==> src/rtl/dw_pkg.sv <==
package dw_pkg;
  localparam int ADDR_W     = 32;
  localparam int LEN_W      = 16;
  localparam int DESC_BYTES = 8;
  localparam int WORD_BYTES = 4;

  localparam int FLG_VALID = 0;
  localparam int FLG_LAST  = 1;
  localparam int FLG_XFER  = 5;

  typedef enum logic [2:0] {
    ST_IDLE, ST_FETCH_LO, ST_FETCH_HI, ST_CHECK, ST_XFER, ST_DONE, ST_FAULT
  } dw_state_t;

  typedef struct packed {
    logic [ADDR_W-1:0] buf_addr;
    logic [LEN_W-1:0]  len;
    logic [7:0]        spare;
    logic [7:0]        flags;
  } dw_desc_t;
endpackage

==> src/rtl/dw_desc_decode.sv <==
module dw_desc_decode
  import dw_pkg::*;
#(
  parameter int LEN_ALIGN = 4
) (
  input  logic [31:0] word_lo,
  input  logic [31:0] word_hi,
  output dw_desc_t    desc,
  output logic        fault
);
  localparam int ALIGN_BITS = $clog2(LEN_ALIGN);

  logic misaligned;

  assign desc = {word_hi, word_lo};

  generate
    if (ALIGN_BITS > 0) begin : g_align
      assign misaligned = |desc.len[ALIGN_BITS-1:0];
    end else begin : g_noalign
      assign misaligned = 1'b0;
    end
  endgenerate

  assign fault = !desc.flags[FLG_VALID] || !desc.flags[FLG_XFER] || misaligned;
endmodule

==> src/rtl/dw_ptr.sv <==
module dw_ptr #(
  parameter int AW   = 32,
  parameter int STEP = 8
) (
  input  logic          clk,
  input  logic          rst_n,
  input  logic          load,
  input  logic [AW-1:0] load_val,
  input  logic          adv,
  output logic [AW-1:0] ptr
);
  always_ff @(posedge clk or negedge rst_n) begin
    if (!rst_n) begin
      ptr <= '0;
    end else if (load) begin
      ptr <= load_val;
    end else if (adv) begin
      ptr <= ptr + AW'(STEP);
    end
  end
endmodule

==> src/rtl/desc_list_walker.sv <==
module desc_list_walker
  import dw_pkg::*;
#(
  parameter int ROW_W     = 16,
  parameter int LEN_ALIGN = 4
) (
  input  logic              clk,
  input  logic              rst_n,
  input  logic              rx_mode,
  input  logic              start_wr,
  input  logic [31:0]       start_addr,
  input  logic              rx_enable,
  input  logic [ROW_W-1:0]  row_bytes,
  output logic              rd_req,
  output logic [31:0]       rd_addr,
  input  logic              rd_valid,
  input  logic [31:0]       rd_data,
  output logic              mv_cmd_valid,
  output logic [31:0]       mv_addr,
  output logic [15:0]       mv_len,
  output logic [ROW_W-1:0]  mv_row,
  input  logic              mv_done,
  output logic              busy,
  output logic              done_pulse,
  output logic              err_pulse
);
  localparam int HALF = DESC_BYTES / 2;

  dw_state_t   state_q, state_d;
  logic [31:0] word_lo_q, word_hi_q;
  logic        armed_q, armed_d;
  logic        idle, launch, abort, ptr_load, ptr_adv;
  logic        cap_lo, cap_hi;
  logic [31:0] ptr;
  dw_desc_t    desc;
  logic        fault;

  assign idle     = (state_q == ST_IDLE);
  assign launch   = idle && (rx_mode ? (armed_q && rx_enable) : start_wr);
  assign abort    = !idle && rx_mode && !rx_enable;
  assign ptr_load = idle && start_wr;
  assign cap_lo   = (state_q == ST_FETCH_LO) && rd_valid;
  assign cap_hi   = (state_q == ST_FETCH_HI) && rd_valid;
  assign ptr_adv  = (state_q == ST_XFER) && mv_done && !desc.flags[FLG_LAST] && !abort;

  dw_ptr #(.AW(32), .STEP(DESC_BYTES)) i_ptr (
    .clk(clk), .rst_n(rst_n), .load(ptr_load), .load_val(start_addr),
    .adv(ptr_adv), .ptr(ptr)
  );

  dw_desc_decode #(.LEN_ALIGN(LEN_ALIGN)) i_dec (
    .word_lo(word_lo_q), .word_hi(word_hi_q), .desc(desc), .fault(fault)
  );

  always_comb begin
    state_d = state_q;
    armed_d = armed_q;
    if (idle && start_wr && rx_mode) armed_d = 1'b1;
    if (!idle) armed_d = 1'b0;
    unique case (state_q)
      ST_IDLE:     if (launch) state_d = ST_FETCH_LO;
      ST_FETCH_LO: if (rd_valid) state_d = ST_FETCH_HI;
      ST_FETCH_HI: if (rd_valid) state_d = ST_CHECK;
      ST_CHECK:    state_d = fault ? ST_FAULT : ST_XFER;
      ST_XFER:     if (mv_done) state_d = desc.flags[FLG_LAST] ? ST_DONE : ST_FETCH_LO;
      ST_DONE:     state_d = ST_IDLE;
      ST_FAULT:    state_d = ST_IDLE;
      default:     state_d = ST_IDLE;
    endcase
    if (abort) state_d = ST_IDLE;
  end

  always_ff @(posedge clk or negedge rst_n) begin
    if (!rst_n) begin
      state_q <= ST_IDLE;
      armed_q <= 1'b0;
    end else begin
      state_q <= state_d;
      armed_q <= armed_d;
    end
  end

  always_ff @(posedge clk or negedge rst_n) begin
    if (!rst_n) begin
      word_lo_q <= '0;
    end else if (cap_lo) begin
      word_lo_q <= rd_data;
    end
  end

  always_ff @(posedge clk or negedge rst_n) begin
    if (!rst_n) begin
      word_hi_q <= '0;
    end else if (cap_hi) begin
      word_hi_q <= rd_data;
    end
  end

  assign rd_req       = (state_q == ST_FETCH_LO) || (state_q == ST_FETCH_HI);
  assign rd_addr      = ptr + ((state_q == ST_FETCH_HI) ? 32'(HALF) : 32'd0);
  assign mv_cmd_valid = (state_q == ST_CHECK) && !fault;
  assign mv_addr      = desc.buf_addr;
  assign mv_len       = desc.len;
  assign mv_row       = rx_mode ? row_bytes : '0;
  assign busy         = !idle;
  assign done_pulse   = (state_q == ST_DONE);
  assign err_pulse    = (state_q == ST_FAULT);
endmodule

==> config.mk <==
export PLATFORM = sky130hd
export DESIGN_NAME = desc_list_walker
export DESIGN_NICKNAME = d
export VERILOG_FILES = /design/src/rtl/dw_pkg.sv /design/src/rtl/dw_desc_decode.sv /design/src/rtl/dw_ptr.sv /design/src/rtl/desc_list_walker.sv
export SDC_FILE = /design/constraint.sdc
export NUM_CORES = 1
export LEC_CHECK = 0
export BUFFER_PORTS_ARGS = -buffer_cell sky130_fd_sc_hd__buf_2
export CAP_MARGIN = 20
export CORE_ASPECT_RATIO = 0.5
export CORE_MARGIN = 3
export CORE_UTILIZATION = 30
export CTS_CLUSTER_DIAMETER = 120
export CTS_CLUSTER_SIZE = 12
export DETAILED_ROUTE_END_ITERATION = 10
export PLACE_DENSITY = 0.5
export SLEW_MARGIN = 15
export SYNTH_ARGS = -nofsm -noshare
export SYNTH_HDL_FRONTEND = slang
export SYNTH_SLANG_ARGS = --single-unit
==> constraint.sdc <==
create_clock -name clk -period 3.5 [get_ports clk]
set_input_delay 0.35 -clock clk [delete_from_list [all_inputs] [get_ports clk]]
set_output_delay 0.35 -clock clk [all_outputs]
set_load 0.005 [all_outputs]
==> out/results.ini <==
[global_routing]
grt_max_degree = 79
grt_pass1_vias = 3974
grt_overflow = 0
antenna_found_initial = 0
grt_use_total_pct = 14.3
grt_pass1_wl_mm = 21.2

[min_path]
hold_depth = 3
holdCritStartpoint = start_addr[1]
hold_class = in -> reg

[cells_and_area]
layout_commonest_cell = buf_2
layout_common_cells = buf_2, dfrtp_1, nand2_1
final_nets = 722
syn2layout_area_growth_pct = 21.8
antenna-diode-count = 0
layout-drive-gt1-share_pct = 42.3

[clock_network]
cts.sinks = 87
cts_tree = built
clockBufferDepth = 2
cts_buffers = 9
postCtsSetupRepairBufs = 0
root_buffer = clkbuf_16
clock_latency_ns = 0.34
cts.clk_slew.worst_paths_ns = 0.07
cts_max_level = 3

[pwr]
powerDensity_nw_per_um2 = 786
switching_share_pct = 36.8
internal_power_w = 0.00301
p_switching_w = 0.00175
power_leakage_nw = 2.77
power_w = 0.00476
combPwrFrac_pct = 39.6
ir_worst_vdd_mv = 0.240
seq_power_share_pct = 41.2
clkPwrFrac_pct = 19.2

[sta]
timing.setup.tns_ns = 0
worstMarginPinSlew_ns = 0.716
max_freq_mhz = 315
hold_viol = 0
setup_viol = 0
min_period_over_period_pct = 90.8
relSlewSlack_pct = 52.1
finClkSkew_ns = 0.00685
fin_crit_ns = 3.18
rsz0062_at_grt = false
slew_viol_final = 0

[critical_path]
endpoint = rd_addr[30]
timing.rr.end = i_ptr.ptr[22]
cp-startpoint = state_q[2]
reg2reg_depth = 5
required_ns = 3.15
crit_path_start_kind = flop
r2r-start = state_q[0]
cp_data_arrival_time_ns = 2.83
path_max_fanout = 10
critPathCaptureType = primary output
regToRegSetupSlack_ns = 1.22
critPathKind = reg -> out

[floorplanning]
boundaryPins = 188
rows = 32
die_area_um2 = 18200
die_y_um = 97.0
start_util_pct = 31.4
die-width_um = 188
core_um2 = 15800

[yosys]
syn_inst = 508
yosysUniqueCellTypes = 47
yosys_warnings = 0
async_flop_share_pct = 100
synth_edf_count = 0
synth-seq-area-share_pct = 43.8
synth_nets = 597
ys_seq_elements = 87
netlist_area_um2 = 4970
ys.flop_type = dfrtp_1
synth.avg_cell_area_um2 = 9.79

[drt]
antenna_left = 0
vias = 3909
firstDrtPassIters = 5
viasPerCell = 4.55
remaining_drc_errors = 0
wl_per_cell_um = 15.0
drt_iter0_markers = 161
routed_wirelength_mm = 12.9

[place]
place_congestion = 0.790
dp.final_hpwl_mm = 9.64
port-buffer-count = 187

[status]
status = complete, no violations

[run]
cap_violations = 0

cells in the mapped netlist (8+ instances only):
cell | n | share of area, %
a21oi_1 | 10 | 1.0
and2_1 | 18 | 2.3
buf_2 | 8 | 0.81
buf_4 | 51 | 7.7
clkbuf_1 | 21 | 1.6
dfrtp_1 | 87 | 44
mux2_2 | 49 | 11
nand2_1 | 59 | 4.5
nand3_1 | 23 | 2.3
nand4_1 | 14 | 1.8
nor2_1 | 29 | 2.2
nor3_1 | 11 | 1.1
o21ai_0 | 15 | 1.5
xnor2_1 | 27 | 4.8
xor2_1 | 18 | 3.2
worst max-delay path, stage by stage (launching register included):
cell and delay (ns):
dfrtp_1 0.50, nor3b_1 0.37, ha_1 0.30, nand4_1 0.36, nor4_4 0.52, nand2_1 0.12, xnor2_1 0.17, buf_2 0.14
worst min-delay path by stage:
stage | end
detailed placement | i_ptr.ptr[0]
global route | i_ptr.ptr[1]
finish | i_ptr.ptr[1]
floorplan | armed_q
CTS | i_ptr.ptr[1]
global placement | i_ptr.ptr[0]
metrics by stage:
step	hold slack, ns	cell area, um^2	cells	util (%)	setup slack [ns]
after floorplan	0.0544	4970	508	-	1.15
after global placement	0.457	5730	841	36.2	0.511
after detailed placement	0.461	5730	841	36.2	0.430
after CTS	0.190	6010	857	38.0	0.0527
after global routing	0.209	6060	859	38.3	0.0499
final	0.199	6060	859	38.3	0.321
final cells by class:
cell class	count	area [um^2]
clock buffers	10	229
clock inverters	6	51.3
fillers	1609	9760
inverters	5	18.8
multi-input cells	333	2270
flip-flops and latches	87	2180
well taps	221	277
repair buffers	197	1040
state kept, by name, summed over array words and instances (netlist names):
register	flops
armed_q	1
state_q	3
word_lo_q	19
word_hi_q	32
i_ptr.ptr	32
what timing repair did:
action / CTS / global route
endpoints found under the hold margin: 0 / 23
endpoints found under the setup margin: 0 / 3
gates resized for setup: 0 / 1
hold buffers: 0 / 1
cell families (layout without fill, tap and decap cells):
group | after synthesis | in the layout | share of synthesized area (%)
fa+ha+maj | 2 | 2 | 0.503
flops | 87 | 87 | 43.8
xor+xnor | 45 | 45 | 7.93
buf+inv | 88 | 218 | 10.9
mux | 52 | 52 | 11.8
simple gates | 187 | 187 | 19.1
compound gates | 47 | 47 | 6.02
power groups by stage:
stage / Clock, W / Combinational, W / Sequential (W)
after detailed placement: 0 / 0.00192 / 0.00198
after global placement: 0 / 0.00191 / 0.00197
after floorplan: 0 / 0.00168 / 0.00176
after CTS: 0.000960 / 0.00193 / 0.00197
after global routing: 0.00100 / 0.00211 / 0.00205
final: 0.000915 / 0.00188 / 0.00196
routing by layer:
metal  up-vias  wire length (um)  GRT usage [%]
met5         -                 0              0
met4         0                82           3.00
met3        10               593           3.15
met2        96              6040           23.2
met1      1865              6150           19.7
li1       1938                 -              -
(Power assumes the default switching activity.)
